`src/rtl/mux_rx_silo_pkg.sv`:
```
package mux_rx_silo_pkg;
  localparam int ENA_BIT   = 6;
  localparam int FLAG_BIT  = 7;
  localparam int MAINT_BIT = 9;
  localparam int MCLR_BIT  = 11;

  typedef struct packed {
    logic push;
    logic pop;
    logic clear;
    logic ovrTag;
  } siloStrobes_t;
endpackage

```
`src/rtl/silo_datapath.sv`:
```
module silo_datapath
  import mux_rx_silo_pkg::*;
#(
  parameter int DEPTH  = 64,
  parameter int LINE_W = 4,
  parameter int DATA_W = 8,
  localparam int AW = (DEPTH > 1) ? $clog2(DEPTH) : 1,
  localparam int CW = $clog2(DEPTH + 1),
  localparam int EW = 3 + LINE_W + DATA_W
) (
  input  logic              clk,
  input  logic              rst_n,
  input  siloStrobes_t      strb,
  input  logic [LINE_W-1:0] chLine,
  input  logic [DATA_W-1:0] chData,
  input  logic              chParErr,
  input  logic              chFrmErr,
  output logic [EW:0]       rxWord,
  output logic [CW-1:0]     fill
);
  localparam logic [AW-1:0] LAST = AW'(DEPTH - 1);

  logic [EW-1:0] mem [DEPTH];
  logic [AW-1:0] headPtr, tailPtr;
  logic [EW-1:0] newEntry;

  function automatic logic [AW-1:0] advance(input logic [AW-1:0] p);
    return (p == LAST) ? '0 : p + AW'(1);
  endfunction

  assign newEntry = {strb.ovrTag, chFrmErr, chParErr, chLine, chData};

  always_ff @(posedge clk) begin
    if (strb.push) mem[tailPtr] <= newEntry;
  end

  always_ff @(posedge clk or negedge rst_n) begin
    if (!rst_n) begin
      headPtr <= '0;
      tailPtr <= '0;
      fill    <= '0;
    end else if (strb.clear) begin
      headPtr <= '0;
      tailPtr <= '0;
      fill    <= '0;
    end else begin
      if (strb.push) tailPtr <= advance(tailPtr);
      if (strb.pop)  headPtr <= advance(headPtr);
      case ({strb.push, strb.pop})
        2'b10:   fill <= fill + CW'(1);
        2'b01:   fill <= fill - CW'(1);
        default: fill <= fill;
      endcase
    end
  end

  assign rxWord = (fill != '0) ? {1'b1, mem[headPtr]} : '0;
endmodule

```
`src/rtl/silo_control.sv`:
```
module silo_control
  import mux_rx_silo_pkg::*;
#(
  parameter int DEPTH = 64,
  localparam int CW = $clog2(DEPTH + 1)
) (
  input  logic          clk,
  input  logic          rst_n,
  input  logic          chValid,
  input  logic          popEn,
  input  logic          csrWrEn,
  input  logic [15:0]   csrWrData,
  input  logic          alarmWrEn,
  input  logic [CW-1:0] alarmWrData,
  input  logic [CW-1:0] fill,
  output siloStrobes_t  strb,
  output logic [15:0]   csrRdData,
  output logic          rxIrq
);
  localparam logic [CW-1:0] FULL = CW'(DEPTH);

  logic          rxFlag, rxEna, maintMode, pendOvr;
  logic [CW-1:0] alarmLevel;
  logic          masterClr, isEmpty, isFull, popOk, pushOk, dropChar, setFlag;
  logic [CW:0]   fillPlusOne;
  logic          flagAfterWrite;
  logic          unusedBits;

  assign masterClr   = csrWrEn && csrWrData[MCLR_BIT];
  assign isEmpty     = (fill == '0);
  assign isFull      = (fill == FULL);
  assign popOk       = popEn && !isEmpty && !masterClr;
  assign pushOk      = chValid && !masterClr && (!isFull || popOk);
  assign dropChar    = chValid && !masterClr && !pushOk;
  assign fillPlusOne = {1'b0, fill} + (CW+1)'(1);
  assign setFlag     = pushOk && !popOk &&
                       (isEmpty || ((alarmLevel != '0) && (fillPlusOne == {1'b0, alarmLevel})));

  always_comb begin
    flagAfterWrite = rxFlag;
    if (csrWrEn) begin
      if (csrWrData[MAINT_BIT])      flagAfterWrite = csrWrData[FLAG_BIT];
      else if (!csrWrData[FLAG_BIT]) flagAfterWrite = 1'b0;
    end
  end

  always_ff @(posedge clk or negedge rst_n) begin
    if (!rst_n) begin
      rxFlag     <= 1'b0;
      rxEna      <= 1'b0;
      maintMode  <= 1'b0;
      pendOvr    <= 1'b0;
      alarmLevel <= '0;
    end else if (masterClr) begin
      rxFlag     <= 1'b0;
      rxEna      <= 1'b0;
      maintMode  <= 1'b0;
      pendOvr    <= 1'b0;
      alarmLevel <= '0;
    end else begin
      rxFlag <= setFlag ? 1'b1 : flagAfterWrite;
      if (csrWrEn) begin
        rxEna     <= csrWrData[ENA_BIT];
        maintMode <= csrWrData[MAINT_BIT];
      end
      if (pushOk)        pendOvr <= 1'b0;
      else if (dropChar) pendOvr <= 1'b1;
      if (alarmWrEn) alarmLevel <= alarmWrData;
    end
  end

  always_comb begin
    strb.push   = pushOk;
    strb.pop    = popOk;
    strb.clear  = masterClr;
    strb.ovrTag = pendOvr;
  end

  always_comb begin
    csrRdData            = '0;
    csrRdData[ENA_BIT]   = rxEna;
    csrRdData[FLAG_BIT]  = rxFlag;
    csrRdData[MAINT_BIT] = maintMode;
  end

  assign rxIrq      = rxFlag && rxEna;
  assign unusedBits = ^{csrWrData[15:12], csrWrData[10], csrWrData[8], csrWrData[5:0]};
endmodule

```
`src/rtl/mux_rx_silo.sv`:
```
module mux_rx_silo
  import mux_rx_silo_pkg::*;
#(
  parameter int DEPTH  = 64,
  parameter int LINE_W = 4,
  parameter int DATA_W = 8,
  localparam int CW = $clog2(DEPTH + 1),
  localparam int WW = 4 + LINE_W + DATA_W
) (
  input  logic              clk,
  input  logic              rst_n,
  input  logic              chValid,
  input  logic [LINE_W-1:0] chLine,
  input  logic [DATA_W-1:0] chData,
  input  logic              chParErr,
  input  logic              chFrmErr,
  input  logic              popEn,
  output logic [WW-1:0]     rxWord,
  input  logic              csrWrEn,
  input  logic [15:0]       csrWrData,
  output logic [15:0]       csrRdData,
  input  logic              alarmWrEn,
  input  logic [CW-1:0]     alarmWrData,
  output logic              rxIrq
);
  siloStrobes_t  strb;
  logic [CW-1:0] fill;

  silo_control #(.DEPTH(DEPTH)) u_ctrl (
    .clk(clk), .rst_n(rst_n), .chValid(chValid), .popEn(popEn),
    .csrWrEn(csrWrEn), .csrWrData(csrWrData),
    .alarmWrEn(alarmWrEn), .alarmWrData(alarmWrData),
    .fill(fill), .strb(strb), .csrRdData(csrRdData), .rxIrq(rxIrq)
  );

  silo_datapath #(.DEPTH(DEPTH), .LINE_W(LINE_W), .DATA_W(DATA_W)) u_dp (
    .clk(clk), .rst_n(rst_n), .strb(strb), .chLine(chLine), .chData(chData),
    .chParErr(chParErr), .chFrmErr(chFrmErr), .rxWord(rxWord), .fill(fill)
  );
endmodule

```
`config.mk`:
```
export PLATFORM = sky130hd
export DESIGN_NAME = mux_rx_silo
export DESIGN_NICKNAME = d
export VERILOG_FILES = /design/src/rtl/mux_rx_silo_pkg.sv /design/src/rtl/silo_datapath.sv /design/src/rtl/silo_control.sv /design/src/rtl/mux_rx_silo.sv
export SDC_FILE = /design/constraint.sdc
export NUM_CORES = 1
export LEC_CHECK = 0
export CAP_MARGIN = 15
export CELL_PAD_IN_SITES_DETAIL_PLACEMENT = 1
export CELL_PAD_IN_SITES_GLOBAL_PLACEMENT = 1
export CORE_MARGIN = 2
export CORE_UTILIZATION = 51
export DETAILED_ROUTE_END_ITERATION = 10
export HOLD_SLACK_MARGIN = 0.12
export PLACE_DENSITY = 0.76
export RECOVER_POWER = 25
export SLEW_MARGIN = 0
export SYNTH_ARGS = -nofsm -noshare
export SYNTH_HDL_FRONTEND = slang
export SYNTH_SLANG_ARGS = --single-unit
export TNS_END_PERCENT = 100
```
`constraint.sdc`:
```
create_clock -name clk -period 5.77 [get_ports clk]
set_clock_uncertainty 0.05 [all_clocks]
set_input_delay 0.577 -clock clk [delete_from_list [all_inputs] [get_ports clk]]
set_output_delay 0.577 -clock clk [all_outputs]
set_load 0.02 [all_outputs]
```
==> Word-level counts from Yosys, hierarchy flattened <==
Memory sizes are Yosys's and may differ from the RTL's.
Cells that the tools add are included.
{ "classes": {"add_sub_neg": 5, "mul": 0, "div": 0, "order_cmp": 0, "eq_ne": 7, "shift": 0, "mux": 25, "bitwise": 0, "reduce_logical": 28} }
{ "op_table": {"columns": ["operator", "n"], "rows": [
  ["6-bit two-way mux", 6],
  ["7-bit two-way mux", 3],
  ["16-bit two-way mux", 1],
  ["1-bit two-way mux", 14],
  ["7-bit one-hot mux with 2 select lines", 1],
  ["7-bit nonzero test", 2],
  ["6-bit by 1-bit adder with 6-bit output (second input constant)", 2],
  ["6-bit equality test (second input constant)", 2],
  ["1-bit logical AND", 10],
  ["3-bit nonzero test", 3],
  ["7-bit by 1-bit adder with 8-bit output (second input constant)", 1],
  ["8-bit by 7-bit equality test with 1-bit output", 1],
  ["2-bit nonzero test", 4],
  ["7-bit by 1-bit adder with 7-bit output (second input constant)", 1],
  ["7-bit equality test (second input constant)", 1],
  ["7-bit zero test", 1],
  ["7-bit by 1-bit subtractor with 7-bit output (second input constant)", 1],
  ["1-bit zero test", 5],
  ["4-bit by 1-bit inequality test with 1-bit output (second input constant)", 1],
  ["2-bit by 1-bit equality test with 1-bit output (second input constant)", 1],
  ["2-bit equality test (second input constant)", 1],
  ["1-bit logical OR", 2],
  ["2-bit AND reduction", 1]
]} }
{ "totals": {"regBits": 30, "latchBits": 0, "mem_bits_rw": 960, "mem_bits_ro": 0, "mem_count": 1} }
{ "mem_list": {"columns": ["name", "depth", "word_bits", "read_ports", "rd_ports_with_merged_regs", "wr", "line_no", "source"], "rows": [
  ["u_dp.mem", 64, 15, 1, 0, 1, "silo_datapath.sv:23", "logic [EW-1:0] mem [DEPTH];"]
]} }

==> Logic depth before layout (Yosys ltp) <==
Gate-level depths: netlist of run 1.
{ "depth": {"depth_word": 11, "mapped_depth": 11} }

==> Modules after synthesis <==
From an unflattened synthesis of run 1, not the netlist that was laid out.
{ "unflattened": {"cells_unflattened": 1972, "hier_area_um2": 38907.3} }
{ "modules_own_cells": {"columns": ["mod", "n_inst", "cells_each", "area_per_inst_um2"], "rows": [
  ["silo_datapath", 1, 1861, 37945.1],
  ["silo_control", 1, 111, 962.2]
]} }

==> Least setup slack after synthesis of run 1 <==
No wires, ideal clock.
{ "synth_path": {"kind": "reg2reg", "startpoint": "register u_dp.fill[0]", "endpoint": "register u_dp.fill[6]", "setup_time_ns": 0.131, "t_arrival_ns": 3.283, "slack_ns": 2.305, "path_stages_with_launch": 12, "path_buffers": 0, "synth_period_minus_slack_ns": 3.465, "cell_sequence": "dfrtp_1 > inv_1 > ha_1 > or4b_4 > o31ai_1 > nor3_1 > fa_1 > a211oi_1 > o21bai_1 > a21oi_1 > mux2i_1 > nand3_1"} }
{ "synth_via": {"elab_chain_len": 9, "elab_cells_between_ends": 15, "classes_between": "add/sub: 2; eq/ne: 3; mux: 2; reduce/logical: 8"} }
{ "synth_rtl": {"columns": ["element", "line_no", "source"], "rows": [
  ["start: declaration", "silo_datapath.sv:19", "output logic [CW-1:0] fill"],
  ["start signal: assignment", "silo_datapath.sv:50", "2'b10: fill <= fill + CW'(1);"],
  ["start signal: assignment", "silo_datapath.sv:51", "2'b01: fill <= fill - CW'(1);"],
  ["start signal: assignment", "silo_datapath.sv:52", "default: fill <= fill;"],
  ["7-bit zero test", "silo_control.sv:30", "assign isEmpty = (fill == '0);"],
  ["1-bit zero test", "silo_control.sv:32", "assign popOk = popEn && !isEmpty && !masterClr;"],
  ["1-bit logical AND (2 in a row)", "silo_control.sv:32", null],
  ["1-bit logical OR", "silo_control.sv:33", "assign pushOk = chValid && !masterClr && (!isFull || popOk);"],
  ["1-bit logical AND", "silo_control.sv:33", null],
  ["2-bit by 1-bit equality test with 1-bit output / 2-bit equality test (equally long branches)", "silo_datapath.sv:49", "case ({strb.push, strb.pop})"],
  ["7-bit one-hot mux with 2 select lines", "silo_datapath.sv:49", null],
  ["7-bit two-way mux", "silo_datapath.sv:42", "end else if (strb.clear) begin"]
]} }
Several ways; a longest one is shown, not always the timed one.
A chain may end at the register's enable or synchronous reset.

==> Worst setup path in the final report of run 1 <==
{ "layout_path": {"startpoint": "register u_dp.headPtr[2]", "endpoint": "output rxWord[1]"} }
{ "layout_via": {"elab_chain_len": 2} }
{ "layout_rtl": {"columns": ["element", "line_no", "source"], "rows": [
  ["start: declaration", "silo_datapath.sv:24", "logic [AW-1:0] headPtr, tailPtr;"],
  ["start signal: assignment", "silo_datapath.sv:48", "if (strb.pop) headPtr <= advance(headPtr);"],
  ["memory read 64 x 15 bit", null, null],
  ["16-bit two-way mux", "silo_datapath.sv:57", "assign rxWord = (fill != '0) ? {1'b1, mem[headPtr]} : '0;"],
  ["end: declaration", "mux_rx_silo.sv:18", "output logic [WW-1:0] rxWord,"]
]} }
Every way passes these cells.

==> results of run 1 <==
[synthesized netlist by cell type, types with 2 or more instances]
master | instances | share of area (%)
o311a_1 | 2 | 0.052
and2_1 | 4 | 0.064
inv_1 | 6 | 0.058
a22oi_1 | 35 | 0.68
nand4b_1 | 2 | 0.045
o211ai_1 | 3 | 0.058
nand2b_1 | 4 | 0.064
xnor2_1 | 4 | 0.090
mux2i_1 | 49 | 1.3
mux2_2 | 21 | 0.61
nand2_1 | 39 | 0.38
dfrtp_1 | 30 | 1.9
mux2_4 | 5 | 0.19
nor3_1 | 9 | 0.12
nor2_1 | 95 | 0.92
a21o_1 | 3 | 0.058
nand3b_1 | 6 | 0.12
nor3b_1 | 3 | 0.058
edfxtp_1 | 960 | 74
a211oi_1 | 3 | 0.058
o21ai_0 | 30 | 0.39
clkbuf_1 | 50 | 0.48
or3_1 | 6 | 0.097
a21oi_1 | 35 | 0.45
or2_2 | 3 | 0.048
nand3_1 | 23 | 0.30
ha_1 | 9 | 0.29
buf_1 | 21 | 0.20
and4_1 | 5 | 0.11
nor2b_1 | 10 | 0.16
mux4_2 | 240 | 14
buf_4 | 16 | 0.31
a221o_1 | 21 | 0.54
xor2_1 | 8 | 0.18
a221oi_1 | 20 | 0.45
a31oi_1 | 2 | 0.032
buf_2 | 31 | 0.40
and3_1 | 3 | 0.048
[metal layers]
metal | vias up | part of all wire, % | global-route usage (%) | wire length [um]
met1 | 10420 | 40 | 34.91 | 38340
li1 | 7961 | - | - | -
met5 | - | 0.016 | 0 | 16
met2 | 925 | 49 | 40.97 | 47900
met4 | 2 | 3.2 | 8.830 | 3103
met3 | 170 | 7.9 | 4.479 | 7684
[area by class of cell]
type	instances	area, sq um	area share [%]
repair buffers	159	1280	2.905
clock inverters	72	669.4	1.519
well taps	978	1224	2.777
flip-flops and latches	990	29590	67.17
clock buffers	116	2562	5.816
inverters	6	22.52	0.05112
multi-input cells	732	8708	19.77
[through the flow]
step	setup slack, ns	utilization, %
detailed placement	1.501	53.95
global route	0.6169	58.20
floorplan	2.305	-
finish	0.6677	58.20
CTS	0.7413	58.22
global placement	1.566	53.95
[tightest hold or removal path, cell delays in order]
cell             delay [ns]
clkdlybuf4s50_1        0.40
nand2_1                0.05
o21ai_0                0.08
[cells by family after synthesis]
logic type | count (synthesis) | synth area share (%)
fa+ha+maj | 10 | 0.3418
buf+inv | 126 | 1.496
flops | 990 | 76.22
other cells | 1 | 0.009663
mux | 315 | 15.99
compound gates | 165 | 3.031
xor+xnor | 12 | 0.2708
simple gates | 217 | 2.637
[sequential cells by signal (all words and copies together) (netlist names)]
register,flops
u_dp.fill,7
u_ctrl.alarmLevel,7
u_ctrl.maintMode,1
u_ctrl.rxEna,1
u_dp.headPtr,6
u_dp.tailPtr,6
u_ctrl.rxFlag,1
u_ctrl.pendOvr,1
u_dp.mem,960
[power groups by stage]
stage | clock, W | combinational, W | sequential [W]
floorplan | 0 | 0.00242 | 0.00818
global placement | 0 | 0.00340 | 0.00840
detailed placement | 0 | 0.00351 | 0.00842
CTS | 0.00649 | 0.00354 | 0.00827
global route | 0.00672 | 0.00372 | 0.00830
finish | 0.00639 | 0.00352 | 0.00828
[final timing paths]
path,start,to,slack (ns),cells past startpoint
max,u_dp.headPtr[2]$_DFFE_PN0P_,rxWord[1],0.67,7
min,csrWrData[6],u_ctrl.rxEna$_DFFE_PN0P_,0.43,3
max reg2reg,u_dp.fill[0]$_DFFE_PN0P_,u_dp.fill[6]$_DFFE_PN0P_,1.48,11
min reg2reg,u_ctrl.maintMode$_DFFE_PN0P_,u_ctrl.maintMode$_DFFE_PN0P_,0.49,2
max in group asynchronous,rst_n,u_dp.headPtr[2]$_DFFE_PN0P_,3.51,2
min in group asynchronous,rst_n,u_ctrl.rxEna$_DFFE_PN0P_,0.87,2
[placed cells by master (no fill, tap or decap), types with 4 or more instances in the layout]
master and instances:
and2_1 4, edfxtp_1 960, buf_4 88, o21ai_0 30
nand2b_1 4, clkinv_2 28, xnor2_1 4, nand2_1 39
bufinv_16 10, conb_1 13, ha_1 9, dfrtp_1 25
mux2_4 5, buf_12 7, nor2_1 92, inv_1 6
and4_1 5, xor2_1 8, or3_1 6, clkdlybuf4s50_1 35
buf_2 11, a221o_1 21, clkbuf_16 100, nand3_1 23
clkinvlp_4 4, mux2i_1 49, clkinv_1 23, nor2b_1 9
nand3b_1 6, a221oi_1 20, mux4_2 240, mux2_2 21
clkbuf_1 33, a21oi_1 35, nor3_1 9, a22oi_1 35
==> impl_metrics.env, run 1 <==
export IMPL_worstSetupEndpointType="output port"
export IMPL_hp_class="input port to flip-flop"
export IMPL_drc_errors=0
export IMPL_syn_inst=1836
export IMPL_grt_max_degree=66
export IMPL_period_share_pct=88.43
export IMPL_antenna_found_initial=1
export IMPL_final_nets=2041
export IMPL_synth_cell_types=58
export IMPL_critPathLaunchType="flip-flop"
export IMPL_final_area_sq_um=44060
export IMPL_wire_per_inst_um=31.79
export IMPL_cts_resized=0
export IMPL_core_rowCount=101
export IMPL_ys_async_sr_fraction_pct=3.030
export IMPL_yosys_warnings=0
export IMPL_grt_pass1_vias=20530
export IMPL_grt_ovfl_total=0
export IMPL_min_period_ns=5.102
export IMPL_p_comb_share_pct=19.3
export IMPL_power_w=0.01819
export IMPL_dieArea_sq_um=78320
export IMPL_portBuffers=50
export IMPL_arrival_ns=4.48
export IMPL_worst_path_buf_inv=2
export IMPL_start_util_pct=51.27
export IMPL_num_vias=19480
export IMPL_synthFlopType="edfxtp_1"
export IMPL_cellPowerDensity_nw_per_um2=412.9
export IMPL_ys_ff_latch=990
export IMPL_violations="capacitance limit, slew limit"
export IMPL_relSlewSlack_pct=-129.3
export IMPL_dr_pass1_iters=5
export IMPL_worstSetupPathType="flip-flop to output port"
export IMPL_pin_count=76
export IMPL_numCtsBuffers=99
export IMPL_gp_congestion=0.8849
export IMPL_post_place_cells=2861
export IMPL_ant_nets=0
export IMPL_holdBufCountCts=0
export IMPL_stdcell_count=3053
export IMPL_finalHoldViolations=0
export IMPL_slowest_stage="dfrtp_4"
export IMPL_cts_root_buffer="clkbuf_16"
export IMPL_clkLatencyLatePin_ns=0.67
export IMPL_crit_family="buffers and inverters"
export IMPL_areaGrowthSynthToFinish_pct=13.53
export IMPL_irDropWorstVdd_v=0.0002285
export IMPL_finalSetupTns_ns=0
export IMPL_dpl_hpwl_mm=56.67
export IMPL_vias_per_cell=6.381
export IMPL_diodes=0
export IMPL_critPathRequiredTime_ns=5.14
export IMPL_htreeDepth=3
export IMPL_ys_seq_area_share_pct=76.22
export IMPL_clkPwrFrac_pct=35.2
export IMPL_clk_pin_slew_ns=0.06
export IMPL_die_height_um=279.9
export IMPL_path_cells="and2_1, buf_4, a221oi_1, o21ai_0, nand2_1, a21oi_1, clkdlybuf4s50_1"
export IMPL_setup_viol=0
export IMPL_fmax_mhz=196.0
export IMPL_p_int_w=0.01327
export IMPL_rsz0062_at_grt="false"
export IMPL_drt_iter0_markers=2156
export IMPL_syn_avg_cell_area_sq_um=21.14
export IMPL_die_width_um=279.9
export IMPL_grt_pass1_wl_mm=142.4
export IMPL_grt_usage_pct=25.24
export IMPL_core_area_sq_um=75700
export IMPL_drv_slew=822
export IMPL_tightest_slew_ns=3.439
export IMPL_cts_tree="done"
export IMPL_cp_max_fo=32
export IMPL_switching_power_w=0.004917
export IMPL_whs_ns=0.4327
export IMPL_syn_cell_area_sq_um=38810
export IMPL_nFillCells=6343
export IMPL_p_sw_share_pct=27.03
export IMPL_cts_path_max_buffers=3
export IMPL_drive_gt1_share_pct=25.93
export IMPL_post_cts_setup_buffers=0
export IMPL_drv_cap=14
export IMPL_totalWireLength_mm=97.04
export IMPL_synth_enable_flop_cells=960
export IMPL_pwr_share_seq_pct=45.5
export IMPL_placed_area_sq_um=40840
export IMPL_status="finished with violations"
export IMPL_cp_slowest_stage_delay_ns=0.89
export IMPL_numClockSinks=990
export IMPL_leakage_nw=13.99
Note: power is estimated with default switching activity, not from simulation.
==> inputs of run 2 (changes only) <==
Settings changed: CTS_CLUSTER_DIAMETER set to 40.
==> impl_metrics.env, run 2 (synthesized netlist as in run 1, its figures left out) <==
export IMPL_core_rowCount=101
export IMPL_met2_usage_pct=41.95
export IMPL_cts_path_max_buffers=3
export IMPL_ant_nets=0
export IMPL_tightest_slew_ns=3.508
export IMPL_gp_congestion=0.8849
export IMPL_finalHoldViolations=0
export IMPL_largestRegisters="u_dp.mem x960, u_ctrl.alarmLevel x7, u_dp.fill x7"
export IMPL_final_area_sq_um=44820
export IMPL_htreeDepth=3
export IMPL_hp_class="input port to flip-flop"
export IMPL_fmax_mhz=196.7
export IMPL_clk_pin_slew_ns=0.05
export IMPL_post_cts_setup_buffers=0
export IMPL_dieArea_sq_um=78320
export IMPL_worstSetupPathType="flip-flop to output port"
export IMPL_drt_iter0_markers=2219
export IMPL_leakage_nw=14.30
export IMPL_grt_pass1_wl_mm=145.5
export IMPL_met1_usage_pct=35.74
export IMPL_power_w=0.01932
export IMPL_relSlewSlack_pct=-133.9
export IMPL_die_height_um=279.9
export IMPL_vias_per_cell=6.401
export IMPL_dpl_hpwl_mm=56.67
export IMPL_largest_reg_flops=960
export IMPL_holdBufCountCts=0
export IMPL_post_place_cells=2861
export IMPL_critPathLaunchType="flip-flop"
export IMPL_rsz0062_at_grt="false"
export IMPL_min_period_ns=5.083
export IMPL_grt_max_degree=66
export IMPL_arrival_ns=4.46
export IMPL_drive_gt1_share_pct=27.42
export IMPL_status="finished with violations"
export IMPL_cts_root_buffer="clkbuf_16"
export IMPL_cts_resized=0
export IMPL_grt_pass1_vias=20790
export IMPL_cp_max_fo=14
export IMPL_diodes=0
export IMPL_regMostFlops="u_dp.mem"
export IMPL_start_util_pct=51.27
export IMPL_dr_pass1_iters=7
export IMPL_antenna_found_initial=2
export IMPL_setup_viol=0
export IMPL_stdcell_count=3082
export IMPL_grt_usage_pct=25.69
export IMPL_totalWireLength_mm=98.96
export IMPL_irDropWorstVdd_v=0.0002972
export IMPL_finalSetupTns_ns=0
export IMPL_areaGrowthSynthToFinish_pct=15.50
export IMPL_period_share_pct=88.09
export IMPL_busiest_layer="met2"
export IMPL_grt_ovfl_total=0
export IMPL_pin_count=76
export IMPL_worstSetupEndpointType="output port"
export IMPL_final_nets=2060
export IMPL_placed_area_sq_um=40840
export IMPL_die_width_um=279.9
export IMPL_layout_common_cells="960 x edfxtp_1, 240 x mux4_2, 124 x clkbuf_16"
export IMPL_drv_slew=885
export IMPL_core_area_sq_um=75700
export IMPL_numClockSinks=990
export IMPL_cts_tree="done"
export IMPL_critPathRequiredTime_ns=5.14
export IMPL_violations="capacitance limit, slew limit"
export IMPL_clkLatencyLatePin_ns=0.69
export IMPL_drv_cap=15
export IMPL_num_vias=19730
export IMPL_cellPowerDensity_nw_per_um2=431.1
export IMPL_numCtsBuffers=118
export IMPL_drc_errors=0
export IMPL_portBuffers=50
export IMPL_mostFrequentLayoutCell="edfxtp_1"
export IMPL_met3_usage_pct=3.995
export IMPL_wire_per_inst_um=32.11
[run 2: routing by layer]
metal | share of wire, % | vias up
li1 | - | 8019
met1 | 40 | 10610
met2 | 50 | 926
met3 | 7.4 | 166
met4 | 3.1 | 4
met5 | 0.030 | -
[run 2: worst paths after layout]
path	start	to	slack (ns)	cells past startpoint
max	u_dp.fill[0]$_DFFE_PN0P_	rxWord[0]	0.69	8
min	csrWrData[6]	u_ctrl.rxEna$_DFFE_PN0P_	0.42	3
max reg2reg	u_dp.fill[0]$_DFFE_PN0P_	u_dp.fill[6]$_DFFE_PN0P_	1.41	11
min reg2reg	u_ctrl.maintMode$_DFFE_PN0P_	u_ctrl.maintMode$_DFFE_PN0P_	0.49	2
max in group asynchronous	rst_n	u_dp.headPtr[2]$_DFFE_PN0P_	3.51	2
min in group asynchronous	rst_n	u_ctrl.rxEna$_DFFE_PN0P_	0.86	2
[run 2: report_power, final]
group | switching [W] | leakage [nW] | internal, W
clock network | 0.00300 | 1.91 | 0.00449
registers | 0.000288 | 9.10 | 0.00800
logic | 0.00191 | 3.30 | 0.00163
total | 0.00520 | 14.3 | 0.0141
[run 2: layout make-up]
cell class                      count  area [sq um]
Sequential cell                   990         29590
Multi-Input combinational cell    732          8708
Fill cell                        6308         30870
Tap cell                          978          1224
Clock inverter                     75         818.3
Clock buffer                      142          3181
Timing Repair Buffer              159          1276
Inverter                            6         22.52
[run 2: per-stage QoR]
stage	hold slack [ns]	utilization, %	worst slack [ns]
after floorplan	0.2314	-	2.305
after global placement	0.4761	53.95	1.566
after detailed placement	0.4821	53.95	1.501
after CTS	0.2268	59.24	0.7230
after global routing	0.4702	59.21	0.5355
final	0.4216	59.21	0.6873
[run 2: worst max-delay path: stages, from the launching register on]
cell	delay [ns]
dfrtp_1	0.48
inv_1	0.10
ha_1	0.14
or4b_4	0.49
or3_1	0.58
a21boi_2	0.69
a221o_1	0.41
a21oi_1	0.25
clkdlybuf4s50_1	0.62
